`src/rtl/phy_regs_pkg.sv`:
```
package phy_regs_pkg;

    localparam int AW      = 6;
    localparam int DW      = 8;
    localparam int N_ALIAS = 5;
    localparam int N_EVT   = 5;

    localparam logic [AW-1:0] A_VID_LO = 6'h00;
    localparam logic [AW-1:0] A_VID_HI = 6'h01;
    localparam logic [AW-1:0] A_PID_LO = 6'h02;
    localparam logic [AW-1:0] A_PID_HI = 6'h03;
    localparam logic [AW-1:0] A_FUNC   = 6'h04;
    localparam logic [AW-1:0] A_IFC    = 6'h07;
    localparam logic [AW-1:0] A_ENR    = 6'h0D;
    localparam logic [AW-1:0] A_ENF    = 6'h10;
    localparam logic [AW-1:0] A_STAT   = 6'h13;
    localparam logic [AW-1:0] A_DBG    = 6'h15;
    localparam logic [AW-1:0] A_SCR    = 6'h16;

    // aliased register slots, index 0 first
    localparam logic [N_ALIAS*AW-1:0] BASE_VEC  = {A_SCR, A_ENF, A_ENR, A_IFC, A_FUNC};
    localparam logic [N_ALIAS*DW-1:0] RESET_VEC = {8'h00, 8'h1F, 8'h1F, 8'h00, 8'h41};
    localparam logic [N_ALIAS*DW-1:0] MASK_VEC  = {8'hFF, 8'h1F, 8'h1F, 8'hFB, 8'hFF};
    localparam int SLOT_FUNC   = 0;
    localparam int SLOT_ENR    = 2;
    localparam int SLOT_ENF    = 3;
    localparam int SUSPEND_BIT = 6;

    typedef enum logic [1:0] {
        OP_NONE,
        OP_LOAD,
        OP_SET,
        OP_CLR
    } alias_op_e;

    // status input bundle; last member is bit 0
    typedef struct packed {
        logic id_gnd;
        logic sess_end;
        logic sess_valid;
        logic vbus_valid;
        logic host_disc;
    } otg_evt_t;

    function automatic logic in_alias(input logic [AW-1:0] addr, input logic [AW-1:0] base);
        return (addr == base) || (addr == base + 6'd1) || (addr == base + 6'd2);
    endfunction

    function automatic alias_op_e alias_decode(input logic [AW-1:0] addr,
                                               input logic [AW-1:0] base,
                                               input logic          wr);
        alias_op_e op;
        op = OP_NONE;
        if (wr) begin
            if (addr == base)              op = OP_LOAD;
            else if (addr == base + 6'd1)  op = OP_SET;
            else if (addr == base + 6'd2)  op = OP_CLR;
        end
        return op;
    endfunction

endpackage

```
`src/rtl/phy_alias_reg.sv`:
```
module phy_alias_reg
    import phy_regs_pkg::*;
#(
    parameter int              W        = 8,
    parameter logic [W-1:0]    RST_VAL  = '0,
    parameter logic [W-1:0]    BIT_MASK = '1
) (
    input  logic         clk,
    input  logic         rst,
    input  alias_op_e    op,
    input  logic [W-1:0] wdata,
    input  logic [W-1:0] hw_set,
    output logic [W-1:0] q
);
    logic [W-1:0] sw_next;

    always_comb begin
        unique case (op)
            OP_LOAD: sw_next = wdata;
            OP_SET:  sw_next = q | wdata;
            OP_CLR:  sw_next = q & ~wdata;
            default: sw_next = q;
        endcase
    end

    // hardware set is applied after the software update, so it wins
    always_ff @(posedge clk) begin
        if (rst) q <= RST_VAL & BIT_MASK;
        else     q <= (sw_next | hw_set) & BIT_MASK;
    end
endmodule

```
`src/rtl/phy_irq_status.sv`:
```
module phy_irq_status #(
    parameter int N = 5
) (
    input  logic         clk,
    input  logic         rst,
    input  logic [N-1:0] sense,
    input  logic [N-1:0] en_rise,
    input  logic [N-1:0] en_fall,
    input  logic         clr,
    output logic [N-1:0] evt,
    output logic [N-1:0] status
);
    logic [N-1:0] prev;

    assign evt = (sense & ~prev & en_rise) | (~sense & prev & en_fall);

    always_ff @(posedge clk) begin
        if (rst) begin
            prev   <= '0;
            status <= '0;
        end else begin
            prev   <= sense;
            status <= (clr ? '0 : status) | evt;
        end
    end
endmodule

```
`src/rtl/phy_read_mux.sv`:
```
module phy_read_mux
    import phy_regs_pkg::*;
#(
    parameter logic [15:0] VID = 16'hA1B2,
    parameter logic [15:0] PID = 16'hC3D4
) (
    input  logic [AW-1:0]         addr,
    input  logic [N_ALIAS*DW-1:0] regs,
    input  logic [N_EVT-1:0]      status,
    input  logic [1:0]            line_state,
    output logic [DW-1:0]         data
);
    always_comb begin
        data = '0;
        case (addr)
            A_VID_LO: data = VID[7:0];
            A_VID_HI: data = VID[15:8];
            A_PID_LO: data = PID[7:0];
            A_PID_HI: data = PID[15:8];
            A_STAT:   data = {{(DW-N_EVT){1'b0}}, status};
            A_DBG:    data = {{(DW-2){1'b0}}, line_state};
            default: begin
                for (int i = 0; i < N_ALIAS; i++) begin
                    if (in_alias(addr, BASE_VEC[i*AW +: AW]))
                        data = regs[i*DW +: DW];
                end
            end
        endcase
    end
endmodule

```
`src/rtl/phy_regfile.sv`:
```
module phy_regfile
    import phy_regs_pkg::*;
#(
    parameter logic [15:0] VENDOR_ID  = 16'hA1B2,
    parameter logic [15:0] PRODUCT_ID = 16'hC3D4
) (
    input  logic          clk,
    input  logic          rst,
    input  logic [AW-1:0] reg_addr,
    input  logic          reg_wr,
    input  logic [DW-1:0] reg_wdata,
    input  logic          reg_rd,
    output logic [DW-1:0] reg_rdata,
    input  logic [1:0]    line_state,
    input  logic          host_disc,
    input  logic          vbus_valid,
    input  logic          sess_valid,
    input  logic          sess_end,
    input  logic          id_gnd,
    input  logic          lp_exit
);
    logic [N_ALIAS*DW-1:0] reg_q_flat;
    logic [N_EVT-1:0]      irq_q;
    logic [N_EVT-1:0]      irq_evt;
    otg_evt_t              sense_s;
    logic [N_EVT-1:0]      sense_vec;
    logic [DW-1:0]         mux_data;
    logic                  stat_clr;

    assign sense_s = '{id_gnd: id_gnd, sess_end: sess_end, sess_valid: sess_valid,
                       vbus_valid: vbus_valid, host_disc: host_disc};
    assign sense_vec = sense_s;

    for (genvar i = 0; i < N_ALIAS; i++) begin : g_slot
        logic [DW-1:0] hw;
        if (i == SLOT_FUNC) begin : g_hw
            assign hw = DW'(lp_exit) << SUSPEND_BIT;
        end else begin : g_nohw
            assign hw = '0;
        end
        phy_alias_reg #(
            .W        (DW),
            .RST_VAL  (RESET_VEC[i*DW +: DW]),
            .BIT_MASK (MASK_VEC[i*DW +: DW])
        ) u_reg (
            .clk    (clk),
            .rst    (rst),
            .op     (alias_decode(reg_addr, BASE_VEC[i*AW +: AW], reg_wr)),
            .wdata  (reg_wdata),
            .hw_set (hw),
            .q      (reg_q_flat[i*DW +: DW])
        );
    end

    assign stat_clr = reg_rd && (reg_addr == A_STAT);

    phy_irq_status #(.N(N_EVT)) u_irq (
        .clk     (clk),
        .rst     (rst),
        .sense   (sense_vec),
        .en_rise (reg_q_flat[SLOT_ENR*DW +: N_EVT]),
        .en_fall (reg_q_flat[SLOT_ENF*DW +: N_EVT]),
        .clr     (stat_clr),
        .evt     (irq_evt),
        .status  (irq_q)
    );

    phy_read_mux #(.VID(VENDOR_ID), .PID(PRODUCT_ID)) u_mux (
        .addr       (reg_addr),
        .regs       (reg_q_flat),
        .status     (irq_q),
        .line_state (line_state),
        .data       (mux_data)
    );

    always_ff @(posedge clk) begin
        if (rst)         reg_rdata <= '0;
        else if (reg_rd) reg_rdata <= mux_data;
    end
endmodule

```
`config.mk`:
```
export PLATFORM = sky130hd
export DESIGN_NAME = phy_regfile
export DESIGN_NICKNAME = d
export VERILOG_FILES = /design/src/rtl/phy_regs_pkg.sv /design/src/rtl/phy_alias_reg.sv /design/src/rtl/phy_irq_status.sv /design/src/rtl/phy_read_mux.sv /design/src/rtl/phy_regfile.sv
export SDC_FILE = /design/constraint.sdc
export NUM_CORES = 1
export LEC_CHECK = 0
export BUFFER_PORTS_ARGS = -buffer_cell sky130_fd_sc_hd__buf_2
export CORE_ASPECT_RATIO = 0.5
export CORE_MARGIN = 3
export CORE_UTILIZATION = 40
export DETAILED_ROUTE_END_ITERATION = 12
export PLACE_DENSITY = 0.71
export SLEW_MARGIN = 20
export SYNTH_ARGS = -nofsm -noshare
export SYNTH_HDL_FRONTEND = slang
export SYNTH_SLANG_ARGS = --single-unit
```
`constraint.sdc`:
```
create_clock -name clk -period 1.87 [get_ports clk]
set_input_delay 0.374 -clock clk [delete_from_list [all_inputs] [get_ports clk]]
set_output_delay 0.374 -clock clk [all_outputs]
set_load 0.01 [all_outputs]
```
Word level (Yosys, flattened, before mapping):

Cells that the tools add are included.

* register bits after elaboration: 52
* latch bits: 0
* RAM bits: 0
* bits in read-only memories: 0
* input bits: 26
* output and inout port bits: 8
* logic and storage cells: 112
* memories kept: 0

* add/subtract/negate cells: 0
* multipliers: 0
* div/mod/pow operators: 0
* order comparisons: 0
* equal/unequal tests: 35
* shift-type cells: 0
* muxes and demuxes: 32
* bitwise logic cells: 20
* reduce and logical (&&, ||, !) cells: 16

Operators by type and width (number)
* case mux 8 bit (3 select lines): 3
* == test 6 x 5 -> 1 bit (second input constant): 8
* case mux 8 bit (6 select lines): 1
* 2-to-1 mux 2 bit: 20
* 2-to-1 mux 8 bit: 5
* bitwise AND 5 bit: 6
* == test 6 x 4 -> 1 bit (second input constant): 5
* case mux 5 bit (3 select lines): 2
* bitwise AND 8 bit: 3
* == test 6 x 3 -> 1 bit (second input constant): 4
* bitwise OR 8 bit: 3
* == test 2 bit (second input constant): 10
* bitwise OR 5 bit: 4
* == test 6 x 2 -> 1 bit (second input constant): 2
* nonzero test 3 bit: 4
* == test 2 x 1 -> 1 bit (second input constant): 5
* logical OR 1 bit: 10
* inverter 5 bit: 2
* inverter 8 bit: 1
* bitwise OR 8 x 7 -> 8 bit: 1
* == test 6 x 1 -> 1 bit (second input constant): 1
* zero test 6 bit: 1
* 2-to-1 mux 5 bit: 1
* logical AND 1 bit: 1

Depth between registers and ports, before layout:

* word-level depth: 9
* depth in mapped cells: 8
* mapped depth without buffers: 5

Cells and area by module:

From an unflattened synthesis, not the netlist that was laid out.

* cells, all modules: 393
* area, all modules: 3590.9 um^2

By module, submodules not included
* phy_alias_reg (g_slot[2].u_reg ...): times used 2, cells each 36, area each 357.8 um^2, sequential area each 100.1 um^2
* phy_read_mux: times used 1, cells each 75, area each 538.0 um^2, sequential area each 0.0 um^2
* phy_alias_reg (g_slot[4].u_reg): times used 1, cells each 52, area each 485.5 um^2, sequential area each 160.2 um^2
* phy_alias_reg (g_slot[0].u_reg): times used 1, cells each 52, area each 483.0 um^2, sequential area each 160.2 um^2
* phy_regfile: times used 1, cells each 55, area each 476.7 um^2, sequential area each 160.2 um^2
* phy_irq_status: times used 1, cells each 41, area each 455.4 um^2, sequential area each 200.2 um^2
* phy_alias_reg (g_slot[1].u_reg): times used 1, cells each 46, area each 436.7 um^2, sequential area each 140.1 um^2

Least setup slack after synthesis:

Ideal clock, no wire load.

* path kind: input to register
* from: input port reg_addr[5]
* to: register reg_rdata[0]
* setup time: 137 ps
* arrival: 1691 ps
* data required time: 1733 ps
* setup slack: 42 ps
* stages on the path: 7
* path buffers: 2
* path through: buf_2 > or4b_4 > a21oi_4 > buf_6 > a311oi_1 > o221ai_1 > a31oi_1

* word-level cells in the longest chain between the ends: 9
* elaborated cells on any way between the ends: 37
* those cells by class: eq/ne: 20; mux: 6; reduce/logical: 11

Ends and longest elaborated chain
* from (decl): line phy_regfile.sv:9 `input logic [AW-1:0] reg_addr,`
* == test 6 x 3 -> 1 bit: line phy_regs_pkg.sv:46 `return (addr == base) || (addr == base + 6'd1) || (addr == base + 6'd2);`
* logical OR 1 bit (2 in a row): line phy_regs_pkg.sv:46
* 2-to-1 mux 8 bit (5 in a row): line phy_read_mux.sv:24 `if (in_alias(addr, BASE_VEC[i*AW +: AW]))`
* case mux 8 bit (6 select lines) (*): line phy_read_mux.sv:15 `case (addr)`
* to (signal assigned): line phy_regfile.sv:78 `else if (reg_rd) reg_rdata <= mux_data;`
* to (decl): line phy_regfile.sv:13 `output logic [DW-1:0] reg_rdata,`

Mark *: on every way between the ends. The rest lies on a longest branch, timed or not.
A chain may end at the register's enable or synchronous reset.

Worst setup path in the final report:

* from: input port reg_addr[3]
* to: register reg_rdata[0]

Same word-level chain as after synthesis.

==> flow_metrics.tcl <==
set metrics [dict create \
    startpoint_type "input pin" \
    grt_overflow_total 0 \
    p_total_mw 2.48 \
    routed-via-count 2927 \
    power_density_nw_per_um2 723 \
    p_comb_share_pct 13.8 \
    arrival_ps 1900 \
    swShare_pct 23.9 \
    grt_pass1_wl_mm 14.0 \
    route.detailed.drc 0 \
    power.switching_mw 0.593 \
    start_util_pct 43.3 \
    timing.hold.ws_ps 272 \
    path_cells "buf_2, buf_4, nor3b_2, buf_4, o211ai_1, a311oi_1, o221ai_1, a31oi_1" \
    max_slew_margin_pct 67.5 \
    placed_area_um2 3270 \
    dp.cells 492 \
    run_status "completed" \
    die_h_um 64.5 \
    synth_top_area_share_pct 37.3 \
    min_to "g_slot[0].u_reg.q[6]" \
    clkTransAtPathRegs_ps 60 \
    clkPwrFrac_pct 40.1 \
    fmax_mhz 595 \
    synthArstFlopShare_pct 0 \
    tightest_slew_ps 480 \
    clock_skew_ps 3.96 \
    dp_hpwl_mm 6.58 \
    ys_seq_elements 51 \
    antenna_found_initial 0 \
    synth.cell_area_um2 2740 \
    slowest_delay_ps 340 \
    fin_util_pct 54.2 \
    synth_top_cell_by_area "dfxtp_1" \
    reg2reg_to "reg_rdata[4]" \
    finalSetupViolations 0 \
    critPathKind "in -> reg" \
    hp-start "lp_exit" \
    syn2layout_area_growth_pct 25.3 \
    synth_fp_nets 376 \
    dieArea_um2 7940 \
    cts_buffers 5 \
    crit_slowest_cell "a311oi_1" \
    r2r_start "g_slot[1].u_reg.q[4]" \
    netlist_top_cells_count "51 x dfxtp_1, 46 x nand2_1, 31 x a21oi_1" \
    cp_max_fo 9 \
    r2r_setup_slack_ps 530 \
    nNetsFinal 437 \
    clock-root-buffer "clkbuf_16" \
    ys_seq_area_share_pct 37.3 \
    cts_buffer_depth 2 \
    endpoint_kind "register" \
    ant_nets 0 \
    rows 20 \
    synth.most_common_cell "dfxtp_1" \
    grt_max_degree 34 \
    ys.warnings.count 0 \
    coreArea_um2 6330 \
    ys.flop_type "dfxtp_1" \
    die_w_um 123 \
    avgViaCountPerCell 5.87 \
    drive_gt1_share_pct 24.8 \
    drv_cap 0 \
    required_ps 2090 \
    detail_route.iter0.violations 310 \
    min_path_cells 3 \
    netlist_top_cells_area "dfxtp_1 37%, nand2_1 6.3%, a21oi_1 5.7%" \
    fin_crit_sh_pct 89.8 \
    tritoncts "yes" \
    netlist_instances 350 \
    hold_buffers 0 \
    min_path_type "in -> reg" \
    peakVddDrop_mv 0.356 \
    cellInternalPower_mw 1.89 \
    htree_levels 2 \
    firstDrtPassIters 5 \
    rsz0062_at_grt "false" \
    cts_sinks 51 \
    post_drt_wl_per_cell_um 17.3 \
    final_cells 499 \
    fin_area_um2 3430 \
    finalMaxSlewViolations 0 \
    n_antenna_cell 0 \
    crit_start "reg_addr[3]" \
    synth-edff-count 0 \
    worst-path-buf-inv 3 \
    ios 34 \
    synth_area_per_cell_um2 7.83 \
    rr_worst_depth 4 \
    gp_congestion 0.993 \
    grt_pass1_vias 2803 \
    cp_common_cell "buf_4" \
    port-buffer-count 33 \
    period_minus_slack_ps 1680 \
    hold_viol_final 0 \
    track_usage_pct 22.2 \
    insertion_delay_ps 280 \
    crit_family "compound AO/OA/AOI/OAI gates" \
    finalWirelength_mm 8.61 \
    post_cts_buffers 0 \
    cts_resized 0 \
    power_frac_seq_pct 46.1 \
    synth_cell_types 54 \
    p_leak_nw 1.34 \
]
## power groups by stage
stage          sequential, mW  clock, mW  combinational, mW
2_1_floorplan            1.16          0              0.189
3_3_place_gp             1.17          0              0.323
3_5_place_dp             1.17          0              0.335
4_1_cts                  1.14       1.01              0.337
5_1_grt                  1.15       1.06              0.373
6_report                 1.14      0.995              0.342
## sequential cells by signal, summed over array words and instances, names as in the netlist
register	flops
g_slot.u_reg.q	33
u_irq.prev	5
reg_rdata	8
u_irq.status	5
## cell usage in the layout, fill, tap and decap left out, types with 5 or more instances in the layout
cell	count
inv_1	8
nand2_1	46
clkbuf_16	5
nand3b_1	7
o21ai_0	20
a31oi_1	6
a221oi_1	6
o211ai_1	14
nor2_1	25
nor2b_1	7
buf_2	33
nand3_1	26
dfxtp_1	51
o311ai_1	5
buf_4	50
a21oi_1	31
nand4_1	10
## cells by family after synthesis
group,synth area share [%]
AO/OA/AOI/OAI,26.7
flip-flops,37.3
AND/OR/NAND/NOR,28.7
buffers and inverters,6.99
multiplexers,0.365
## through the flow
| step | TNS [ps] | setup WS, ps |
|---|---|---|
| floorplan | 0 | 42.2 |
| global placement | -248 | -35.2 |
| detailed placement | -841 | -86.1 |
| CTS | 0 | 200 |
| global route | 0 | 84.5 |
| finish | 0 | 190 |
## worst max-delay path by stage
stage                            to  slack [ps]  cells after the start
6_report               reg_rdata[0]         190                      8
5_1_grt        g_slot[0].u_reg.q[2]          80                      8
4_1_cts                reg_rdata[6]         200                      6
3_5_place_dp           reg_rdata[6]         -90                      6
3_3_place_gp           reg_rdata[1]         -40                      7
2_1_floorplan          reg_rdata[0]          40                      7
## worst reg2reg max path: stages (launching register included)
cell and delay [ps]:
dfxtp_1 350, o211ai_1 140, a311oi_1 350, o221ai_1 190, a211oi_2 240
## area by class of cell
class                   instances  area (µm²)
fillers                       568        2900
multi-input cells             259        1530
flip-flops and latches         51        1020
repair buffers                 85         581
clock buffers                   6         129
well taps                      88         110
inverters                       9        33.8
clock inverters                 1        30.0
## per-layer routing
metal,track usage [%],up-vias,part of all wire [%]
met1,31.0,1392,45
li1,-,1399,-
met5,0,-,0
met3,4.45,12,8.5
met4,7.03,0,1.3
met2,34.5,124,45
(Power assumes the default switching activity.)
